File: config.mk
export PLATFORM = sky130hd
export DESIGN_NAME = dualbank_sdram_ctrl
export DESIGN_NICKNAME = d
export VERILOG_FILES = /design/src/rtl/sdc_pkg.sv /design/src/rtl/sdc_control.sv /design/src/rtl/sdc_datapath.sv /design/src/rtl/dualbank_sdram_ctrl.sv
export SDC_FILE = /design/constraint.sdc
export NUM_CORES = 1
export LEC_CHECK = 0
export ABC_CLOCK_PERIOD_IN_PS = 7100
export CORE_AREA = 2 2 102 104
export CTS_BUF_LIST = sky130_fd_sc_hd__clkbuf_2
export DETAILED_ROUTE_END_ITERATION = 6
export DIE_AREA = 0 0 104 106
export PLACE_DENSITY = 0.74
export SETUP_SLACK_MARGIN = 0.5
export SLEW_MARGIN = 20
export SYNTH_ARGS = -nofsm -noshare
export SYNTH_HDL_FRONTEND = slang
export SYNTH_HIERARCHICAL = 1
export SYNTH_SLANG_ARGS = --single-unit
File: constraint.sdc
create_clock -name clk -period 7.1 [get_ports clk]
set_clock_uncertainty 0.1 [all_clocks]
set_input_delay 1.42 -clock clk [delete_from_list [all_inputs] [get_ports clk]]
set_output_delay 1.42 -clock clk [all_outputs]
set_load 0.1 [all_outputs]
File: src/rtl/sdc_pkg.sv
package sdc_pkg;

  typedef enum logic [2:0] {
    CMD_NOP, CMD_ACT, CMD_RD, CMD_WR, CMD_PRE, CMD_REF, CMD_MRS, CMD_EMRS
  } sdCmd_e;

  // Strobes from control to datapath, one set per cycle
  typedef struct packed {
    sdCmd_e cmd;
    logic   latchReq;
    logic   ckeOn;
    logic   maskDq;
  } ctlStrobe_t;

  function automatic int maxOf(input int a, input int b);
    return (a > b) ? a : b;
  endfunction

endpackage

File: src/rtl/sdc_control.sv
module sdc_control
  import sdc_pkg::*;
#(
  parameter int T_RCD        = 2,
  parameter int T_RP         = 2,
  parameter int T_RC         = 7,
  parameter int T_RDL        = 2,
  parameter int T_MRD        = 2,
  parameter int INIT_WAIT    = 20000,
  parameter int INIT_REFS    = 2,
  parameter int REF_INTERVAL = 780
) (
  input  logic       clk,
  input  logic       rstN,
  input  logic       reqValid,
  input  logic       reqWrite,
  input  logic       pdReq,
  output logic       reqReady,
  output ctlStrobe_t strobe
);

  localparam int RW_GAP = maxOf(T_RDL + T_RP, T_RC - T_RCD);
  localparam int MAXW   = maxOf(maxOf(maxOf(INIT_WAIT, T_RC), maxOf(RW_GAP, T_RCD)),
                                maxOf(maxOf(T_RP, T_MRD), 2));
  localparam int CW     = $clog2(MAXW + 1);
  localparam int RFW    = $clog2(REF_INTERVAL + 1);
  localparam int IRW    = $clog2(INIT_REFS + 1);

  typedef enum logic [2:0] {
    ST_PWR, ST_IREF, ST_IMRS, ST_IEMRS, ST_IDLE, ST_ACTD, ST_PD
  } state_e;

  state_e          state, nextState;
  logic [CW-1:0]   cnt, loadVal;
  logic            doLoad;
  logic [IRW-1:0]  initRefs;
  logic [RFW-1:0]  refTimer;
  logic            refPending, refServe, isWrite;

  always_comb begin
    nextState = state;
    strobe    = '0;
    strobe.ckeOn  = 1'b1;
    strobe.maskDq = (state == ST_PWR) || (state == ST_IREF) ||
                    (state == ST_IMRS) || (state == ST_IEMRS);
    doLoad   = 1'b0;
    loadVal  = '0;
    refServe = 1'b0;
    case (state)
      ST_PWR: if (cnt == '0) begin
        strobe.cmd = CMD_PRE; doLoad = 1'b1; loadVal = CW'(T_RP - 1);
        nextState = ST_IREF;
      end
      ST_IREF: if (cnt == '0) begin
        strobe.cmd = CMD_REF; doLoad = 1'b1; loadVal = CW'(T_RC - 1);
        if (initRefs == IRW'(INIT_REFS - 1)) nextState = ST_IMRS;
      end
      ST_IMRS: if (cnt == '0) begin
        strobe.cmd = CMD_MRS; doLoad = 1'b1; loadVal = CW'(T_MRD - 1);
        nextState = ST_IEMRS;
      end
      ST_IEMRS: if (cnt == '0) begin
        strobe.cmd = CMD_EMRS; doLoad = 1'b1; loadVal = CW'(T_MRD - 1);
        nextState = ST_IDLE;
      end
      ST_IDLE: if (cnt == '0) begin
        if (refPending) begin
          strobe.cmd = CMD_REF; doLoad = 1'b1; loadVal = CW'(T_RC - 1);
          refServe = 1'b1;
        end else if (reqValid) begin
          strobe.cmd = CMD_ACT; strobe.latchReq = 1'b1;
          doLoad = 1'b1; loadVal = CW'(T_RCD - 1);
          nextState = ST_ACTD;
        end else if (pdReq) begin
          nextState = ST_PD;
        end
      end
      ST_ACTD: if (cnt == '0) begin
        strobe.cmd = isWrite ? CMD_WR : CMD_RD;
        doLoad = 1'b1; loadVal = CW'(RW_GAP - 1);
        nextState = ST_IDLE;
      end
      ST_PD: begin
        strobe.ckeOn = 1'b0;
        if (!pdReq || refPending || reqValid) begin
          // raise clock enable and hold one no-op cycle before any command
          strobe.ckeOn = 1'b1; doLoad = 1'b1; loadVal = CW'(1);
          nextState = ST_IDLE;
        end
      end
      default: nextState = ST_IDLE;
    endcase
  end

  assign reqReady = (state == ST_IDLE) && (cnt == '0) && !refPending;

  always_ff @(posedge clk) begin
    if (!rstN) begin
      state      <= ST_PWR;
      cnt        <= CW'(INIT_WAIT - 1);
      initRefs   <= '0;
      refTimer   <= RFW'(REF_INTERVAL - 1);
      refPending <= 1'b0;
      isWrite    <= 1'b0;
    end else begin
      state <= nextState;
      if (doLoad)          cnt <= loadVal;
      else if (cnt != '0)  cnt <= cnt - 1'b1;
      if (state == ST_IREF && strobe.cmd == CMD_REF) initRefs <= initRefs + 1'b1;
      if (refTimer == '0)  refTimer <= RFW'(REF_INTERVAL - 1);
      else                 refTimer <= refTimer - 1'b1;
      refPending <= (refPending && !refServe) || (refTimer == '0);
      if (strobe.latchReq) isWrite <= reqWrite;
    end
  end


  rw_after_act_chk: assert property (@(posedge clk) disable iff (!rstN)
    (strobe.cmd == CMD_RD || strobe.cmd == CMD_WR) |-> $past(strobe.cmd == CMD_ACT, T_RCD));


  emrs_after_mrs_chk: assert property (@(posedge clk) disable iff (!rstN)
    (strobe.cmd == CMD_EMRS) |-> $past(strobe.cmd == CMD_MRS, T_MRD));


  ref_pending_hold_chk: assert property (@(posedge clk) disable iff (!rstN)
    (refPending && strobe.cmd != CMD_REF) |=> refPending);


  ready_drop_chk: assert property (@(posedge clk) disable iff (!rstN)
    (reqValid && reqReady) |=> !reqReady);

endmodule

File: src/rtl/sdc_datapath.sv
module sdc_datapath
  import sdc_pkg::*;
#(
  parameter int ADDR_W  = 20,
  parameter int COL_W   = 8,
  parameter int DATA_W  = 16,
  parameter int SD_A_W  = 12,
  parameter int CAS_LAT = 2,
  parameter logic [SD_A_W-1:0] EXT_MODE = '0
) (
  input  logic              clk,
  input  logic              rstN,
  input  ctlStrobe_t        strobe,
  input  logic [ADDR_W-1:0] reqAddr,
  input  logic [DATA_W-1:0] reqWdata,
  input  logic [DATA_W-1:0] sdDqIn,
  output logic              sdCke,
  output logic              sdCsN,
  output logic              sdRasN,
  output logic              sdCasN,
  output logic              sdWeN,
  output logic              sdBa,
  output logic [SD_A_W-1:0] sdAddr,
  output logic              sdDqm,
  output logic [DATA_W-1:0] sdDqOut,
  output logic              sdDqOe,
  output logic              rdValid,
  output logic [DATA_W-1:0] rdData
);

  localparam int AP_BIT = 10;  // row bit that doubles as the precharge flag
  localparam logic [SD_A_W-1:0] AP_MASK   = SD_A_W'(1) << AP_BIT;
  localparam logic [SD_A_W-1:0] MODE_WORD = SD_A_W'(CAS_LAT << 4);

  logic [3:0]        nCmd;
  logic              nBa;
  logic [SD_A_W-1:0] nA;
  logic              bankReg;
  logic [COL_W-1:0]  colReg;
  logic [DATA_W-1:0] wdReg;
  logic [CAS_LAT-1:0] rdShift;

  always_comb begin
    nCmd = 4'b0111;
    nBa  = 1'b0;
    nA   = '0;
    case (strobe.cmd)
      CMD_ACT: begin
        nCmd = 4'b0011; nBa = reqAddr[ADDR_W-1];
        nA = SD_A_W'(reqAddr[ADDR_W-2:COL_W]);
      end
      CMD_RD:  begin nCmd = 4'b0101; nBa = bankReg; nA = SD_A_W'(colReg) | AP_MASK; end
      CMD_WR:  begin nCmd = 4'b0100; nBa = bankReg; nA = SD_A_W'(colReg) | AP_MASK; end
      CMD_PRE: begin nCmd = 4'b0010; nA = AP_MASK; end
      CMD_REF: nCmd = 4'b0001;
      CMD_MRS: begin nCmd = 4'b0000; nA = MODE_WORD; end
      CMD_EMRS: begin nCmd = 4'b0000; nBa = 1'b1; nA = EXT_MODE; end
      default: nCmd = 4'b0111;
    endcase
  end

  always_ff @(posedge clk) begin
    if (!rstN) begin
      {sdCsN, sdRasN, sdCasN, sdWeN} <= 4'b1111;
      sdCke   <= 1'b1;
      sdBa    <= 1'b0;
      sdAddr  <= '0;
      sdDqm   <= 1'b1;
      sdDqOe  <= 1'b0;
      sdDqOut <= '0;
      bankReg <= 1'b0;
      colReg  <= '0;
      wdReg   <= '0;
      rdShift <= '0;
      rdValid <= 1'b0;
      rdData  <= '0;
    end else begin
      {sdCsN, sdRasN, sdCasN, sdWeN} <= nCmd;
      sdCke   <= strobe.ckeOn;
      sdBa    <= nBa;
      sdAddr  <= nA;
      sdDqm   <= strobe.maskDq;
      sdDqOe  <= (strobe.cmd == CMD_WR);
      sdDqOut <= wdReg;
      if (strobe.latchReq) begin
        bankReg <= reqAddr[ADDR_W-1];
        colReg  <= reqAddr[COL_W-1:0];
        wdReg   <= reqWdata;
      end
      rdShift <= {rdShift[CAS_LAT-2:0], strobe.cmd == CMD_RD};
      rdValid <= rdShift[CAS_LAT-1];
      if (rdShift[CAS_LAT-1]) rdData <= sdDqIn;
    end
  end


  rd_latency_chk: assert property (@(posedge clk) disable iff (!rstN)
    rdValid |-> $past({sdCsN, sdRasN, sdCasN, sdWeN} == 4'b0101, CAS_LAT));


  pd_nop_chk: assert property (@(posedge clk) disable iff (!rstN)
    !sdCke |-> ({sdRasN, sdCasN, sdWeN} == 3'b111));


  dq_drive_chk: assert property (@(posedge clk) disable iff (!rstN)
    sdDqOe |-> ({sdCsN, sdRasN, sdCasN, sdWeN} == 4'b0100 && !sdDqm));

endmodule

File: src/rtl/dualbank_sdram_ctrl.sv
module dualbank_sdram_ctrl
  import sdc_pkg::*;
#(
  parameter int ADDR_W       = 20,
  parameter int COL_W        = 8,
  parameter int DATA_W       = 16,
  parameter int SD_A_W       = 12,
  parameter int CAS_LAT      = 2,
  parameter int T_RCD        = 2,
  parameter int T_RP         = 2,
  parameter int T_RC         = 7,
  parameter int T_RDL        = 2,
  parameter int T_MRD        = 2,
  parameter int INIT_WAIT    = 20000,
  parameter int INIT_REFS    = 2,
  parameter int REF_INTERVAL = 780,
  parameter logic [SD_A_W-1:0] EXT_MODE = '0
) (
  input  logic              clk,
  input  logic              rstN,
  input  logic              reqValid,
  input  logic              reqWrite,
  input  logic [ADDR_W-1:0] reqAddr,
  input  logic [DATA_W-1:0] reqWdata,
  output logic              reqReady,
  output logic              rdValid,
  output logic [DATA_W-1:0] rdData,
  input  logic              pdReq,
  output logic              sdCke,
  output logic              sdCsN,
  output logic              sdRasN,
  output logic              sdCasN,
  output logic              sdWeN,
  output logic              sdBa,
  output logic [SD_A_W-1:0] sdAddr,
  output logic              sdDqm,
  output logic [DATA_W-1:0] sdDqOut,
  output logic              sdDqOe,
  input  logic [DATA_W-1:0] sdDqIn
);

  ctlStrobe_t strobe;

  sdc_control #(
    .T_RCD(T_RCD), .T_RP(T_RP), .T_RC(T_RC), .T_RDL(T_RDL), .T_MRD(T_MRD),
    .INIT_WAIT(INIT_WAIT), .INIT_REFS(INIT_REFS), .REF_INTERVAL(REF_INTERVAL)
  ) u_control (
    .clk(clk), .rstN(rstN), .reqValid(reqValid), .reqWrite(reqWrite),
    .pdReq(pdReq), .reqReady(reqReady), .strobe(strobe)
  );

  sdc_datapath #(
    .ADDR_W(ADDR_W), .COL_W(COL_W), .DATA_W(DATA_W), .SD_A_W(SD_A_W),
    .CAS_LAT(CAS_LAT), .EXT_MODE(EXT_MODE)
  ) u_datapath (
    .clk(clk), .rstN(rstN), .strobe(strobe), .reqAddr(reqAddr), .reqWdata(reqWdata),
    .sdDqIn(sdDqIn), .sdCke(sdCke), .sdCsN(sdCsN), .sdRasN(sdRasN), .sdCasN(sdCasN),
    .sdWeN(sdWeN), .sdBa(sdBa), .sdAddr(sdAddr), .sdDqm(sdDqm), .sdDqOut(sdDqOut),
    .sdDqOe(sdDqOe), .rdValid(rdValid), .rdData(rdData)
  );

endmodule

==> summary.txt, run 1 <==
YOSYS
--------------------------------------------------------------------------------
Synthesized instance count                                                   453
Top area cells in the synthesized netlist                           sky130_fd_sc_hd__dfxtp_1 50%, sky130_fd_sc_hd__mux2i_1 9.5%, sky130_fd_sc_hd__nor2_1 4.9%
Dominant cell by count in the synthesized netlist                   sky130_fd_sc_hd__dfxtp_1
Most used standard cells in the synthesized netlist                 111 x sky130_fd_sc_hd__dfxtp_1, 58 x sky130_fd_sc_hd__nor2_1, 42 x sky130_fd_sc_hd__mux2i_1
Number of nets produced by synthesis                                         513
Top cell type's share of synthesized area                                  50.0%
Biggest area consumer among synthesized cells                       sky130_fd_sc_hd__dfxtp_1
Synthesized area per cell                                              9.81 um^2
Prevailing post-synth register cell                                 sky130_fd_sc_hd__dfxtp_1
Post-synth design cell area                                            4440 um^2
Register area share after synthesis                                        50.0%
Number of enable-type register cells in the synthesized netlist                0
Flops & latches, synth                                                       111
Synthesis warning total                                                        6
Async S/R FF share, synth                                                     0%
Number of distinct library cells after synthesis                              57

TIMING
--------------------------------------------------------------------------------
Post-route fraction of the period consumed by the critical path            70.5%
Final-report hold violation count                                              0
Worst-case headroom to the max-slew limit                                  30.1%
Setup_tns                                                                   0 ns
Final Setup Violations                                                         0
Fin crit period                                                          5.00 ns
Worst path setup slack after routing                                     2.10 ns
Fmax                                                                   0.200 GHz
Max Transition Viols Final                                                     0
Unrepaired setup endpoints after global routing                               no
Least-Margin Pin Slew                                                    1.05 ns

CELLS AND AREA
--------------------------------------------------------------------------------
Layout area overhead                                                       28.7%
Antenna diodes                                                                 0
Nets                                                                         609
Final std cells w/o fill                                                     690
Fraction of layout instances using a drive strength above 1                6.68%

HOLD PATH
--------------------------------------------------------------------------------
Hold Path End                                                       u_control/refTimer[0]
Hold WC Path Type                                                        reg2reg
Worst hold path cell count                                                     1
Hold_sp                                                             u_control/refTimer[0]

FLOORPLAN
--------------------------------------------------------------------------------
Initial core utilization                                                   44.4%
Die Footprint                                                         11000 um^2
Placeable core region                                                 10000 um^2
Num rows                                                                      37
Top-Level Pins                                                               111
X dimension of the die                                                    104 um
DIE HEIGHT                                                                106 um

CLOCK NETWORK
--------------------------------------------------------------------------------
Root buf cell                                                       sky130_fd_sc_hd__clkbuf_2
Clock tree buffer depth                                                        2
Hold_buf cts                                                                   0
Inserted Clock Buffers                                                         9
CTS tree                                                                   built
Resized cells post-CTS                                                         0
Clock-pin transition on the worst setup and hold timing paths            0.31 ns
Clock insertion delay at the later pin of the skew report                0.59 ns
Number of clock sinks                                                        111
Post CTS Setup Buffer Count                                                    0
H-tree depth                                                                   3

PLACE
--------------------------------------------------------------------------------
Count of buffers inserted at the top-level ports                             109
Placed Instances                                                             674
Post-DP HPWL                                                             7120 um
Final weighted congestion in routability-driven placement                  0.858
Setup slack after placement                                              2.73 ns

GLOBAL ROUTING
--------------------------------------------------------------------------------
Sum of overflow across all layers after global routing                         0
First-pass GRT wire length                                              16600 um
Pin count of the biggest net entering global routing                          47
Number of global-route vias before repair                                   3344
Number of antenna violations at the first check in global routing              0
Combined global-route utilization of all metal layers                      18.5%

CRITICAL PATH
--------------------------------------------------------------------------------
Destination of the worst register-to-register timing path           u_datapath/rdShift[0]
Worst setup slack for register-to-register paths                         3.60 ns
Worst Path Class, Setup                                                  reg2out
Setup crit start kind                                                       flop
Data required, critical path                                             5.58 ns
Number of cells on the worst reg-to-reg path                                   7
Data arrival time at the worst-slack endpoint                            3.48 ns
Crit path max fanout                                                           7
Worst Setup End Kind                                                 output port
Worst flop-to-flop path startpoint                                  u_control/cnt[0]

PWR
--------------------------------------------------------------------------------
Internal power contribution                                             0.785 mW
Overall power after layout                                               1.03 mW
Fraction of power spent switching nets                                     23.5%
Total net switching power                                               0.241 mW
Portion of total power attributed to sequential cells                      61.7%
Fraction of power consumed by the clock network                            32.5%
Pleak                                                                    1.95 nW
Share of total power in combinational logic                                 5.8%
Max IR drop VDD                                                          96.4 uV
Total power density per cell area                                    179 nW/um^2

ROUTING
--------------------------------------------------------------------------------
Initial DRC count                                                            238
Post-detailed-route via-to-cell ratio                                       5.19
Post-detailed-route wirelength per cell                                  14.6 um
Post-detailed-routing wire length                                       10100 um
Total number of vias                                                        3580
Final ANT Viol Nets                                                            0
Post-route DRC                                                                 0
Initial DRT Pass Iterations                                                    4

FLOW RUN
--------------------------------------------------------------------------------
Number of max-capacitance violations reported                                  0

RUN STATUS
--------------------------------------------------------------------------------
Run status                                                          finished, final reports clean

how the worst max path moves through the flow:
stage                            startpoint        to  depth (start not counted)
after CTS                 u_control/cnt[12]  reqReady                          4
after detailed placement  u_control/cnt[12]  reqReady                          4
after global placement    u_control/cnt[12]  reqReady                          4
after global routing      u_control/cnt[12]  reqReady                          4
after floorplan           u_control/cnt[12]  reqReady                          3
final                     u_control/cnt[12]  reqReady                          4
registers in the layout, indices dropped and copies added, names as in the netlist, 2 cells and up:
signal,flops
u_control/cnt,15
u_control/state,3
u_datapath/wdReg,16
u_datapath/colReg,8
u_datapath/rdShift,2
u_datapath/sdDqOut,16
u_control/refTimer,10
u_control/initRefs,2
u_datapath/sdAddr,11
u_datapath/rdData,16
worst max-delay path, cell delays in order (launching register included):
cell and delay (ns):
sky130_fd_sc_hd__dfxtp_1 0.43, sky130_fd_sc_hd__or3_4 0.42, sky130_fd_sc_hd__or4_4 0.52, sky130_fd_sc_hd__nor4_1 0.34, sky130_fd_sc_hd__clkdlybuf4s50_1 1.19
cell usage in the layout (no fill, tap or decap), types with 12 or more instances in the layout:
cell type / Yosys / layout
sky130_fd_sc_hd__o21ai_0: 12 / 12
sky130_fd_sc_hd__clkdlybuf4s50_1: 0 / 109
sky130_fd_sc_hd__inv_1: 12 / 12
sky130_fd_sc_hd__and2_1: 21 / 21
sky130_fd_sc_hd__nor2_1: 58 / 58
sky130_fd_sc_hd__mux2i_1: 42 / 42
sky130_fd_sc_hd__a21oi_1: 26 / 26
sky130_fd_sc_hd__nand2_1: 23 / 23
sky130_fd_sc_hd__dfxtp_1: 111 / 111
cell families after synthesis:
| logic type | Yosys count | synth area share [%] |
|---|---|---|
| other | 1 | 0.0844 |
| and+or+nand+nor | 168 | 21.0 |
| muxes | 42 | 9.46 |
| xor gates and xnor gates | 8 | 1.58 |
| adders and majority gates | 3 | 0.845 |
| buffers and inverters | 42 | 5.04 |
| AOI/OAI and AO/OA | 78 | 11.9 |
| DFF | 111 | 50.0 |
area by class of cell:
class | count | area, um^2
Multi-Input combinational cell | 300 | 2000
Sequential cell | 111 | 2220
Tap cell | 136 | 170
Fill cell | 866 | 4280
Clock inverter | 7 | 104
Clock buffer | 9 | 45.0
Inverter | 14 | 52.6
Timing Repair Buffer | 113 | 1120
metrics by stage:
stage	hold WS, ns	utilization (%)	area (um^2)
floorplan	0.279	-	4440
global placement	0.289	55.7	5570
detailed placement	0.296	55.7	5570
CTS	0.353	57.2	5720
global route	0.370	57.2	5720
finish	0.348	57.2	5720
power groups by stage:
stage / Clock (mW) / Sequential [mW] / Combinational [mW]
2_1_floorplan: 0 / 0.645 / 0.0200
3_3_place_gp: 0 / 0.643 / 0.0590
3_5_place_dp: 0 / 0.644 / 0.0595
4_1_cts: 0.345 / 0.633 / 0.0603
5_1_grt: 0.370 / 0.635 / 0.0646
6_report: 0.333 / 0.633 / 0.0597
metal layers:
| layer | GRT usage, % | share of wire, % |
|---|---|---|
| met5 | 0 | 0 |
| met4 | 6.95 | 1.2 |
| met3 | 4.05 | 5.3 |
| met2 | 30.1 | 46 |
| met1 | 24.1 | 48 |
No activity file was read; power rests on OpenSTA's default activity.
==> run 2, diff against run 1 <==
Settings changed: ABC_CLOCK_PERIOD_IN_PS 7100 to 5000.
Clock period 7.1 ns to 5 ns, I/O delays scaled along.
==> summary.txt, run 2 (synthesis results as in run 1) <==
GLOBAL ROUTING
-------------------------------------------------------------------------------------
Pin count of the biggest net entering global routing                               47   unchanged
Combined global-route utilization of all metal layers                           18.0%   -0.45 points
Sum of overflow across all layers after global routing                              0   unchanged
First-pass GRT wire length                                                   16300 um   -1.6%
Number of antenna violations at the first check in global routing                   0   unchanged
Number of global-route vias before repair                                        3332   -0.36%

PWR
-------------------------------------------------------------------------------------
Internal power contribution                                                   1.07 mW   +36%
Portion of total power attributed to sequential cells                           63.8%   +2.1 points
Fraction of power spent switching nets                                          24.2%   +0.68 points
Total net switching power                                                    0.341 mW   +41%
Share of total power in combinational logic                                      6.0%   +0.2 points
Fraction of power consumed by the clock network                                 30.2%   -2.3 points
Max IR drop VDD                                                                133 uV   +38%
Pleak                                                                         1.95 nW   +0.26%
Total power density per cell area                                         247 nW/um^2   +38%

ROUTING
-------------------------------------------------------------------------------------
Post-route DRC                                                                      0   unchanged
Initial DRT Pass Iterations                                                         4   unchanged
Initial DRC count                                                                 189   -21%
Post-detailed-routing wire length                                             9770 um   -3.2%
Total number of vias                                                             3547   -0.92%
Post-detailed-route wirelength per cell                                       14.1 um   -3.5%
Post-detailed-route via-to-cell ratio                                            5.13   -1.2%
Final ANT Viol Nets                                                                 0   unchanged

CLOCK NETWORK
-------------------------------------------------------------------------------------
Post CTS Setup Buffer Count                                                         0   unchanged
H-tree depth                                                                        3   unchanged
Inserted Clock Buffers                                                              9   unchanged
Clock tree buffer depth                                                             2   unchanged
Hold_buf cts                                                                        0   unchanged
Number of clock sinks                                                             111   unchanged
Resized cells post-CTS                                                              0   unchanged
Clock insertion delay at the later pin of the skew report                     0.56 ns   -0.03 ns
CTS tree                                                                        built
Root buf cell                                                            sky130_fd_sc_hd__clkbuf_2
Clock-pin transition on the worst setup and hold timing paths                 0.30 ns   about the same

FLOORPLAN
-------------------------------------------------------------------------------------
Initial core utilization                                                        44.4%   unchanged
X dimension of the die                                                         104 um   unchanged
DIE HEIGHT                                                                     106 um   unchanged
Top-Level Pins                                                                    111   unchanged
Num rows                                                                           37   unchanged
Die Footprint                                                              11000 um^2   unchanged
Placeable core region                                                      10000 um^2   unchanged

TIMING
-------------------------------------------------------------------------------------
Unrepaired setup endpoints after global routing                                    no
Post-route fraction of the period consumed by the critical path                 74.1%
Setup_tns                                                                        0 ns   unchanged
Fin crit period                                                               3.70 ns
Fmax                                                                        0.270 GHz
Max Transition Viols Final                                                          0   unchanged
Least-Margin Pin Slew                                                         1.01 ns   -0.0361 ns
Worst-case headroom to the max-slew limit                                       32.2%   +2.2 points
Final-report hold violation count                                                   0   unchanged
Final Setup Violations                                                              0   unchanged

CRITICAL PATH
-------------------------------------------------------------------------------------
Worst Setup End Kind                                                      output port
Crit path max fanout                                                                7   unchanged
Setup crit start kind                                                            flop
Data arrival time at the worst-slack endpoint                                 2.60 ns   -0.88 ns
Data required, critical path                                                  3.90 ns   -1.68 ns
Worst Path Class, Setup                                                       reg2out

CELLS AND AREA
-------------------------------------------------------------------------------------
Final std cells w/o fill                                                          692   +0.29%
Most frequent standard cell in the layout excluding fill and tap cells   sky130_fd_sc_hd__dfxtp_1
Layout area overhead                                                            28.6%   about the same
Fraction of layout instances using a drive strength above 1                     7.37%   +0.70 points
Biggest regs                                                             u_datapath/rdData x16, u_datapath/sdDqOut x16, u_datapath/wdReg x16
Antenna diodes                                                                      0   unchanged
Most frequent cells in the layout                                        111 x sky130_fd_sc_hd__dfxtp_1, 108 x sky130_fd_sc_hd__clkdlybuf4s50_1, 58 x sky130_fd_sc_hd__nor2_1
Nets                                                                              611   +0.33%

PLACE
-------------------------------------------------------------------------------------
Count of buffers inserted at the top-level ports                                  109   unchanged
Placed Instances                                                                  676   +0.30%
Final weighted congestion in routability-driven placement                       0.855   -0.34%
Post-DP HPWL                                                                  6890 um   -3.2%

RUN STATUS
-------------------------------------------------------------------------------------
Run status                                                               finished, final reports clean

FLOW RUN
-------------------------------------------------------------------------------------
Number of max-capacitance violations reported                                       0   unchanged

HOLD PATH
-------------------------------------------------------------------------------------
Hold WC Path Type                                                             reg2reg

[run 2: worst max-delay path: stages (launching register included)]
cell	delay (ns)
sky130_fd_sc_hd__dfxtp_1	0.43
sky130_fd_sc_hd__or3_4	0.42
sky130_fd_sc_hd__or4_4	0.53
sky130_fd_sc_hd__nor4_2	0.32
sky130_fd_sc_hd__buf_4	0.34
[run 2: worst paths after layout]
path / startpoint / cells after the start / slack [ns] / to
min reg2reg: u_datapath/wdReg[4] / 1 / 0.35 / u_datapath/sdDqOut[4]
max: u_control/cnt[12] / 4 / 1.30 / reqReady
max reg2reg: u_control/cnt[0] / 7 / 2.26 / u_datapath/rdShift[0]
min: u_datapath/wdReg[4] / 1 / 0.35 / u_datapath/sdDqOut[4]
[run 2: per-layer routing]
metal  up-vias  share of wire (%)  GRT usage, %
met5         -                  0             0
met4         0                1.2          5.50
met3        11                5.0          4.54
met2       111                 44          27.7
met1      1638                 50          25.0
li1       1787                  -             -
[run 2: power groups by stage]
stage	sequential (mW)	combinational [mW]	clock, mW
2_1_floorplan	0.916	0.0284	0
3_3_place_gp	0.914	0.0849	0
3_5_place_dp	0.914	0.0847	0
4_1_cts	0.899	0.0856	0.439
5_1_grt	0.901	0.0919	0.472
6_report	0.899	0.0850	0.425
[run 2: cell type report]
type | instances | area [um^2]
inverters | 14 | 52.6
flip-flops and latches | 111 | 2220
fillers | 890 | 4290
clock inverters | 6 | 75.1
repair buffers | 115 | 1130
multi-input cells | 300 | 2010
well taps | 136 | 170
clock buffers | 10 | 50.0
[run 2: through the flow]
step | setup WS (ns) | hold slack (ns) | total power, mW | utilization (%) | cell area [um^2]
after floorplan | 0.883 | 0.279 | 0.944 | - | 4450
after global placement | 1.94 | 0.289 | 0.998 | 55.9 | 5590
after detailed placement | 1.93 | 0.299 | 0.999 | 55.9 | 5590
after CTS | 1.23 | 0.355 | 1.42 | 57.1 | 5710
after global routing | 1.14 | 0.362 | 1.47 | 57.1 | 5710
final | 1.30 | 0.350 | 1.41 | 57.1 | 5710
==> run 3, diff against run 2 <==
Settings changed: ABC_CLOCK_PERIOD_IN_PS 5000 to 3300, PLACE_DENSITY 0.74 to 0.77.
Clock period 5 ns to 3.3 ns, I/O delays scaled along.
==> summary.txt, run 3 (synthesis results as in run 1) <==
ROUTING
-------------------------------------------------------------------------------------
Post-detailed-route wirelength per cell                                       14.3 um   +1.3%
Initial DRC count                                                                 256   +35%
Total number of vias                                                             3596   +1.4%
Final ANT Viol Nets                                                                 0   unchanged
Post-detailed-routing wire length                                             9910 um   +1.4%
Post-route DRC                                                                      0   unchanged
Initial DRT Pass Iterations                                                         4   unchanged
Post-detailed-route via-to-cell ratio                                            5.19   +1.2%

HOLD PATH
-------------------------------------------------------------------------------------
Hold_sp                                                                  u_control/refTimer[0]
Hold WC Path Type                                                             reg2reg
Hold Path End                                                            u_control/refTimer[0]
Worst hold path cell count                                                          1   unchanged

PLACE
-------------------------------------------------------------------------------------
Post-DP HPWL                                                                  7100 um   +3.1%
Final weighted congestion in routability-driven placement                       0.860   +0.56%
Placed instance area                                                        5490 um^2   -1.7%
Count of buffers inserted at the top-level ports                                  109   unchanged

CRITICAL PATH
-------------------------------------------------------------------------------------
Data arrival time at the worst-slack endpoint                                 2.39 ns   -0.21 ns
Stage delay of the slowest cell on the critical path                          0.48 ns   -0.05 ns
Worst Setup End Kind                                                      output port
Destination of the worst register-to-register timing path                u_datapath/colReg[4]
CP bufs+invs                                                                        1   unchanged
Crit path max fanout                                                                7   unchanged
Setup crit start kind                                                            flop
Data required, critical path                                                  2.54 ns   -1.36 ns
Worst flop-to-flop path startpoint                                       u_control/cnt[12]
Number of cells on the worst reg-to-reg path                                        6   -1
Crit-path slowest cell                                                   sky130_fd_sc_hd__or4_4
Worst Path Class, Setup                                                       reg2out
Crit path cell chain                                                     or3_4 -> or4_4 -> nor4_4 -> buf_12
Worst setup slack for register-to-register paths                              0.70 ns   -1.56 ns
Worst setup path startpoint                                              u_control/cnt[12]
Top delay family on crit path                                            simple AND/OR/NAND/NOR gates

CLOCK NETWORK
-------------------------------------------------------------------------------------
Resized cells post-CTS                                                              3   +3
Post CTS Setup Buffer Count                                                         0   unchanged
Root buf cell                                                            sky130_fd_sc_hd__clkbuf_2
Clock insertion delay at the later pin of the skew report                     0.57 ns   about the same
Hold_buf cts                                                                        0   unchanged
Clock-pin transition on the worst setup and hold timing paths                 0.27 ns   -0.03 ns
Inserted Clock Buffers                                                              9   unchanged
CTS tree                                                                        built
H-tree depth                                                                        3   unchanged
Number of clock sinks                                                             111   unchanged
Clock tree buffer depth                                                             2   unchanged

CELLS AND AREA
-------------------------------------------------------------------------------------
Most frequent cells in the layout                                        108 x sky130_fd_sc_hd__dfxtp_1, 60 x sky130_fd_sc_hd__buf_4, 58 x sky130_fd_sc_hd__nor2_1
Most frequent standard cell in the layout excluding fill and tap cells   sky130_fd_sc_hd__dfxtp_1
Biggest regs                                                             u_datapath/rdData x16, u_datapath/sdDqOut x16, u_datapath/wdReg x16
Antenna diodes                                                                      0   unchanged
Layout area overhead                                                            25.6%
Final non-filler cell area                                                  5580 um^2   -2.3%
Nets                                                                              613   +0.33%
Fraction of layout instances using a drive strength above 1                     17.2%   +9.9 points

TIMING
-------------------------------------------------------------------------------------
Fin crit period                                                               3.15 ns
Post-route fraction of the period consumed by the critical path                 95.5%
Max Transition Viols Final                                                          0   unchanged
Fmax                                                                        0.317 GHz
Worst-case headroom to the max-slew limit                                       38.8%   +6.5 points
Final Setup Violations                                                              0   unchanged
Least-Margin Pin Slew                                                        0.917 ns   -0.0960 ns
Unrepaired setup endpoints after global routing                                   yes
Min Hold Slack                                                               0.352 ns   +0.00198 ns
Setup_tns                                                                        0 ns   unchanged
Final-report hold violation count                                                   0   unchanged

FLOORPLAN
-------------------------------------------------------------------------------------
DIE HEIGHT                                                                     106 um   unchanged
X dimension of the die                                                         104 um   unchanged
Num rows                                                                           37   unchanged
Top-Level Pins                                                                    111   unchanged
Die Footprint                                                              11000 um^2   unchanged
Placeable core region                                                      10000 um^2   unchanged
Initial core utilization                                                        44.4%   unchanged

GLOBAL ROUTING
-------------------------------------------------------------------------------------
Number of antenna violations at the first check in global routing                   0   unchanged
Combined global-route utilization of all metal layers                           18.0%   about the same
Number of global-route vias before repair                                        3372   +1.2%
Pin count of the biggest net entering global routing                               47   unchanged
Sum of overflow across all layers after global routing                              0   unchanged
First-pass GRT wire length                                                   16300 um   +0.13%

RUN STATUS
-------------------------------------------------------------------------------------
Run status                                                               finished, final reports clean

PWR
-------------------------------------------------------------------------------------
Pleak                                                                         2.06 nW   +5.5%
Max IR drop VDD                                                                147 uV   +11%
Total power density per cell area                                         359 nW/um^2   +46%

FLOW RUN
-------------------------------------------------------------------------------------
Number of max-capacitance violations reported                                       0   unchanged

[run 3: power breakdown]
part	total [mW]	switching (mW)	internal, mW
logic	0.129	0.0559	0.0727
clock network	0.516	0.423	0.0931
registers	1.36	0.00748	1.35
[run 3: layer usage]
metal	GRT usage, %	wire [um]	up-vias	share of wire [%]
li1	-	-	1781	-
met5	0	0	-	0
met3	3.74	625	10	6.3
met1	23.8	4630	1677	47
met4	6.95	127	0	1.3
met2	29.0	4530	128	46
[run 3: per-stage QoR]
step / util (%) / power (mW) / std cells / setup WS, ns
finish: 55.8 / 2.01 / 693 / 0.147
global placement: 54.9 / 1.51 / 678 / 0.664
floorplan: - / 1.43 / 453 / 0.245
global route: 55.8 / 2.10 / 693 / 0.0446
detailed placement: 54.9 / 1.51 / 678 / 0.585
CTS: 55.8 / 2.03 / 693 / 0.101
[run 3: how the worst max path moves through the flow]
stage | endpoint | cells past startpoint
5_1_grt | reqReady | 4
3_3_place_gp | u_datapath/colReg[6] | 6
2_1_floorplan | reqReady | 3
3_5_place_dp | u_datapath/colReg[4] | 6
4_1_cts | reqReady | 4
6_report | reqReady | 4
[run 3: final cells by class]
class / count / area, um^2
inverter: 14 / 52.6
fill: 854 / 4420
clock buffer: 9 / 45.0
tap: 136 / 170
timing repair buffer: 117 / 1030
sequential: 111 / 2230
multi-input combinational: 300 / 2020
clock inverter: 6 / 38.8
